`config.mk`:
```
export PLATFORM = sky130hd
export DESIGN_NAME = list_accum
export DESIGN_NICKNAME = d
export VERILOG_FILES = /design/src/rtl/list_accum_pkg.sv /design/src/rtl/list_accum_alu.sv /design/src/rtl/list_accum_ctrl.sv /design/src/rtl/list_accum_datapath.sv /design/src/rtl/list_accum.sv
export SDC_FILE = /design/constraint.sdc
export NUM_CORES = 1
export LEC_CHECK = 0
export BUFFER_PORTS_ARGS = -buffer_cell sky130_fd_sc_hd__clkbuf_2
export CAP_MARGIN = 10
export CORE_ASPECT_RATIO = 1.25
export CORE_MARGIN = 1
export CORE_UTILIZATION = 55
export CTS_CLUSTER_SIZE = 28
export DETAILED_ROUTE_END_ITERATION = 12
export PLACE_DENSITY = 0.87
export SYNTH_ARGS = -nofsm -noshare
export SYNTH_HDL_FRONTEND = slang
export SYNTH_SLANG_ARGS = --single-unit
```
`constraint.sdc`:
```
create_clock -name clk -period 2.62 [get_ports clk]
set_input_delay 0.131 -clock clk [delete_from_list [all_inputs] [get_ports clk]]
set_output_delay 0.131 -clock clk [all_outputs]
set_load 0.05 [all_outputs]
```
`src/rtl/list_accum_pkg.sv`:
```
package list_accum_pkg;

    typedef enum logic [1:0] {
        ST_HEAD = 2'd0,
        ST_WORD = 2'd1,
        ST_LINK = 2'd2,
        ST_DONE = 2'd3
    } walk_state_e;

    typedef enum logic {
        ASEL_LINK = 1'b0,
        ASEL_INCR = 1'b1
    } addr_sel_e;

    typedef enum logic [3:0] {
        OP_ADD,
        OP_SUB,
        OP_AND,
        OP_OR,
        OP_XOR,
        OP_NOR,
        OP_SLT,
        OP_SLTU,
        OP_PASS
    } alu_op_e;

    function automatic alu_op_e decode_rtype(input logic [5:0] opcode,
                                             input logic [5:0] funct);
        alu_op_e op;
        op = OP_PASS;
        if (opcode == 6'b000000) begin
            unique case (funct)
                6'b100000, 6'b100001: op = OP_ADD;
                6'b100010, 6'b100011: op = OP_SUB;
                6'b100100:            op = OP_AND;
                6'b100101:            op = OP_OR;
                6'b100110:            op = OP_XOR;
                6'b100111:            op = OP_NOR;
                6'b101010:            op = OP_SLT;
                6'b101011:            op = OP_SLTU;
                default:              op = OP_PASS;
            endcase
        end
        return op;
    endfunction

endpackage

```
`src/rtl/list_accum_alu.sv`:
```
module list_accum_alu
    import list_accum_pkg::*;
#(
    parameter int DW = 32
) (
    input  alu_op_e         op,
    input  logic [DW-1:0]   a,
    input  logic [DW-1:0]   b,
    output logic [DW-1:0]   y
);
    always_comb begin
        unique case (op)
            OP_ADD:  y = a + b;
            OP_SUB:  y = a - b;
            OP_AND:  y = a & b;
            OP_OR:   y = a | b;
            OP_XOR:  y = a ^ b;
            OP_NOR:  y = ~(a | b);
            OP_SLT:  y = {{(DW-1){1'b0}}, ($signed(a) < $signed(b))};
            OP_SLTU: y = {{(DW-1){1'b0}}, (a < b)};
            default: y = a;
        endcase
    end
endmodule

```
`src/rtl/list_accum_ctrl.sv`:
```
module list_accum_ctrl
    import list_accum_pkg::*;
(
    input  logic       clk,
    input  logic       rst,
    input  logic       link_null,
    output addr_sel_e  addr_sel,
    output logic       wr_en,
    output logic       done
);
    walk_state_e state_q, state_d;

    always_ff @(posedge clk) begin
        if (rst) state_q <= ST_HEAD;
        else     state_q <= state_d;
    end

    always_comb begin
        state_d  = state_q;
        addr_sel = ASEL_LINK;
        wr_en    = 1'b0;
        done     = 1'b0;
        unique case (state_q)
            ST_HEAD: begin
                state_d = ST_WORD;
            end
            ST_WORD: begin
                addr_sel = ASEL_INCR;
                wr_en    = 1'b1;
                state_d  = ST_LINK;
            end
            ST_LINK: begin
                state_d = link_null ? ST_DONE : ST_WORD;
            end
            ST_DONE: begin
                done = 1'b1;
            end
            default: state_d = ST_HEAD;
        endcase
    end
endmodule

```
`src/rtl/list_accum_datapath.sv`:
```
module list_accum_datapath
    import list_accum_pkg::*;
#(
    parameter int AW = 10,
    parameter int DW = 32
) (
    input  logic           clk,
    input  logic           rst,
    input  addr_sel_e      addr_sel,
    input  logic           wr_en,
    input  alu_op_e        alu_op,
    input  logic [DW-1:0]  mem_rdata,
    output logic [AW-1:0]  mem_addr,
    output logic [DW-1:0]  acc,
    output logic           link_null
);
    logic          head_q;
    logic [AW-1:0] addr_q;
    logic [AW-1:0] link_src;
    logic [DW-1:0] acc_q;
    logic [DW-1:0] alu_y;

    assign link_src  = head_q ? '0 : mem_rdata[AW-1:0];
    assign mem_addr  = (addr_sel == ASEL_INCR) ? addr_q + AW'(1) : link_src;
    assign link_null = (mem_rdata == '0);
    assign acc       = acc_q;

    list_accum_alu #(.DW(DW)) alu_i (
        .op (alu_op),
        .a  (acc_q),
        .b  (mem_rdata),
        .y  (alu_y)
    );

    always_ff @(posedge clk) begin
        if (rst) begin
            head_q <= 1'b1;
            addr_q <= '0;
            acc_q  <= '0;
        end else begin
            head_q <= 1'b0;
            addr_q <= mem_addr;
            if (wr_en) acc_q <= alu_y;
        end
    end
endmodule

```
`src/rtl/list_accum.sv`:
```
module list_accum
    import list_accum_pkg::*;
#(
    parameter int MEM_WORDS = 1024,
    parameter int AW        = $clog2(MEM_WORDS),
    parameter int DW        = 32,
    parameter int FW        = 6
) (
    input  logic           clk,
    input  logic           rst,
    input  logic [FW-1:0]  func_sel,
    output logic [AW-1:0]  mem_addr,
    input  logic [DW-1:0]  mem_rdata,
    output logic [DW-1:0]  acc_out,
    output logic           done
);
    localparam logic [5:0] RTYPE_OPCODE = 6'b000000;

    addr_sel_e addr_sel;
    logic      wr_en;
    logic      link_null;
    alu_op_e   alu_op;

    assign alu_op = decode_rtype(RTYPE_OPCODE, 6'(func_sel));

    list_accum_ctrl ctrl_i (
        .clk       (clk),
        .rst       (rst),
        .link_null (link_null),
        .addr_sel  (addr_sel),
        .wr_en     (wr_en),
        .done      (done)
    );

    list_accum_datapath #(.AW(AW), .DW(DW)) dp_i (
        .clk       (clk),
        .rst       (rst),
        .addr_sel  (addr_sel),
        .wr_en     (wr_en),
        .alu_op    (alu_op),
        .mem_rdata (mem_rdata),
        .mem_addr  (mem_addr),
        .acc       (acc_out),
        .link_null (link_null)
    );
endmodule

```
==> run summary <==
most frequent cells in the layout - 250 x buf_4, 86 x a21oi_1, 85 x inv_1
main combinational cell family by area after synthesis - compound AO/OA/AOI/OAI gates
num ports - 83
peak supply drop - 0.277 mV
DR vias/cell - 6.63
CTS clk-pin slew, worst paths - 80 ps
final core utilization - 83.1%
first-pass GRT wire length - 47.4 mm
Clock Tree Buf Depth - 2
die footprint - 13800 sq um
multiplexer share of the synthesized area - 1.90%
Die Y - 131 microns
Seq cells post-synth - 45
pin count of the biggest net entering global routing - 44
CTS sink count - 45
RSZ-0062 raised after global routing - yes
worst setup margin - -259 ps
Distinct cells, synth - 75
Leakage - 4.85 nW
Crit. End Element - flop
max-slew headroom at the worst pin - 51.2%
f_max - 347 MHz
number of max-cap violations - 0
Core Box Area - 12900 sq um
Rows - 46
Vias - 9805
Diodes inserted - 0
Area growth, synth to finish - 45.7%
R2R Path Start - dp_i.acc[18]
Worst-Margin Slew - 731 ps
crit-path most repeated cell - buf_4
failing checks - setup timing
DR WL/cell - 21.6 microns
final hold vios - 0
Filler cells - 746
post-synthesis sequential area ratio - 12.2%
Max stage delay on crit path - 360 ps
Setup violations, final - 24
DRT Pass-1 Iters - 6
Hold Path Depth - 3
TritonCTS clock tree - done
Post-Syn Area per Cell - 7.14 sq um
Synth Area in Adders - 17.9%
Mapped Cells - 1031
GPL Wtd Cong - 1.01
CTS H-tree depth - 2
Top FF cell, synth - dfxtp_1
global-route usage over all layers - 42.8%
FFs w/ async S/R, synth - 0%
Synth Area in Simple Gates - 18.2%
slowest cell on the critical path - ha_1
biggest fanout along the worst timing path - 11
worst slack at placement - -298 ps
status - finished, violations left
Die X - 105 microns
clock skew - 14.3 ps
initial antenna violation count - 0
fin crit period - 2880 ps
worst hold start - func_sel[3]
Final HPWL DP - 21.5 mm
Reg2Reg Setup Slack - -260 ps
clk_lat worst skew - 320 ps
Worst Hold End - dp_i.acc[0]
CTS Buf Count - 5
Total Wirelength - 31.9 mm
crit path kind - reg -> reg
gr ovfl total - 0
complex-gate fraction of the synthesized area - 33.7%
Worst Hold Class - in -> reg
Initial DRC Count - 1145
Yosys warning count - 0
Worst Path Required - 2840 ps
Crit path arrival time - 3100 ps
number of flops mapped to enable cells by yosys - 0
reg2reg end - dp_i.acc[30]
FF-to-FF path depth - 13
worst path cell trace - inv_1, ha_1, buf_4, a221oi_2, o21ai_1, a21oi_2, o31ai_2, buf_4, a41o_1, o41ai_2, xnor2_1, a211oi_2, a211oi_1
total nets after synthesis - 1175
Post-DRT Antenna Nets - 0
clock root buffer - clkbuf_16
Synth Area in XOR/XNOR - 7.26%
Worst Path Buf+Inv - 3
vias in the first global route - 9565
power per cell area - 287 nW/um^2
Top delay family on crit path - compound AO/OA/AOI/OAI gates
residual DRC count - 0
kind of start point of the critical path - flop
Initial Util - 57.1%
Nets - 1453
max-slew violations - 0
synthesized area - 7360 sq um
most common cell after layout, fill and taps aside - buf_4
Hold Buf Count CTS - 0
ratio of cells with drive above 1 in the final layout - 38.9%
Port Buf Inserts - 82
period utilization - 110%
## Yosys cell counts, drive strengths merged (5+ instances only)
| master | n | area share, % |
|---|---|---|
| nor2 | 75 | 3.8 |
| inv | 97 | 4.9 |
| o21ai | 55 | 3.7 |
| xnor2 | 47 | 5.6 |
| a2111oi | 8 | 1.1 |
| clkbuf | 43 | 2.2 |
| nand4 | 5 | 0.43 |
| nor3 | 28 | 1.9 |
| nor4 | 17 | 1.5 |
| buf | 25 | 1.7 |
| nand2 | 74 | 3.8 |
| mux2i | 14 | 1.9 |
| a221oi | 15 | 1.9 |
| o31ai | 19 | 2.2 |
| o221ai | 9 | 1.1 |
| nor2b | 27 | 2.3 |
| o22ai | 11 | 0.94 |
| ha | 102 | 17 |
| xor2 | 14 | 1.7 |
| a22oi | 20 | 2.0 |
| a31oi | 10 | 0.85 |
| o21bai | 15 | 1.5 |
| o211ai | 7 | 0.71 |
| dfxtp | 45 | 12 |
| a21o | 15 | 1.5 |
| and2 | 5 | 0.43 |
| nand3 | 18 | 1.2 |
| and3 | 5 | 0.43 |
| a211oi | 30 | 3.2 |
| nand2b | 7 | 0.60 |
| a21oi | 106 | 7.3 |
## worst max-delay path by stage
stage / endpoint / from / slack (ps) / depth (start not counted)
finish: dp_i.acc[30] / dp_i.acc[18] / -260 / 13
global route: dp_i.acc[5] / dp_i.acc[1] / -330 / 14
CTS: dp_i.acc[20] / dp_i.acc[0] / -210 / 14
detailed placement: dp_i.acc[26] / dp_i.acc[18] / -300 / 13
global placement: dp_i.acc[31] / dp_i.acc[6] / -240 / 13
floorplan: dp_i.acc[24] / dp_i.acc[0] / -60 / 14
## worst reg2reg max path, stage by stage (launching register included)
cell and delay (ps):
dfxtp_4 350, inv_1 40, ha_1 360, buf_4 230
a221oi_2 260, o21ai_1 110, a21oi_2 180, o31ai_2 90
buf_4 160, a41o_1 240, o41ai_2 270, xnor2_1 180
a211oi_2 90, a211oi_1 210
## layout make-up
| cell class | instances | area [sq um] | area share [%] |
|---|---|---|---|
| clock buffers | 7 | 154 | 1.44 |
| clock inverters | 1 | 8.76 | 0.0817 |
| inverters | 97 | 374 | 3.49 |
| multi-input cells | 821 | 6600 | 61.6 |
| flip-flops and latches | 45 | 985 | 9.19 |
| well taps | 168 | 210 | 1.96 |
| repair buffers | 339 | 2390 | 22.3 |
## cell families after synthesis
kind of cell / after synthesis
AOI/OAI and AO/OA: 364
xor gates and xnor gates: 61
adders and majority gates: 104
buffers and inverters: 165
DFF: 45
muxes: 14
and+or+nand+nor: 278
## where the power goes
group | switching, W | total, W | internal [W] | leakage, nW
logic | 0.000932 | 0.00158 | 0.000643 | 4.39
clock network | 0.000348 | 0.000766 | 0.000418 | 0.0797
registers | 0.0000324 | 0.000735 | 0.000702 | 0.385
## state kept, by name, indices dropped and copies added, names as in the netlist
register,count
dp_i.acc,32
dp_i.addr_q,10
dp_i.head_q,1
ctrl_i.state_q,2
## per-layer routing
metal	vias to the layer above	wire length (microns)	GRT usage, %
met3	289	3420	8.78
met1	4480	11000	47.2
li1	4274	-	-
met5	-	0	0
met2	762	14600	71.4
met4	0	2840	32.6
## stage by stage
| step | hold WS [ps] | setup TNS, ps | area [sq um] | total power, W | std cells |
|---|---|---|---|---|---|
| after floorplan | 159 | -227 | 7640 | 0.00160 | 1031 |
| after CTS | 153 | -1180 | 10400 | 0.00293 | 1471 |
| final | 171 | -3180 | 10700 | 0.00308 | 1478 |
| after detailed placement | 474 | -3490 | 9730 | 0.00211 | 1446 |
| after global placement | 477 | -2530 | 9730 | 0.00207 | 1446 |
| after global routing | 203 | -6160 | 10700 | 0.00320 | 1478 |
## repair_timing
action	in CTS	in global routing
resized for setup	76	64
setup endpoints to repair	24	27
pin swaps	55	39
buffers inserted	17	8
Note: power is estimated with default switching activity, not from simulation.
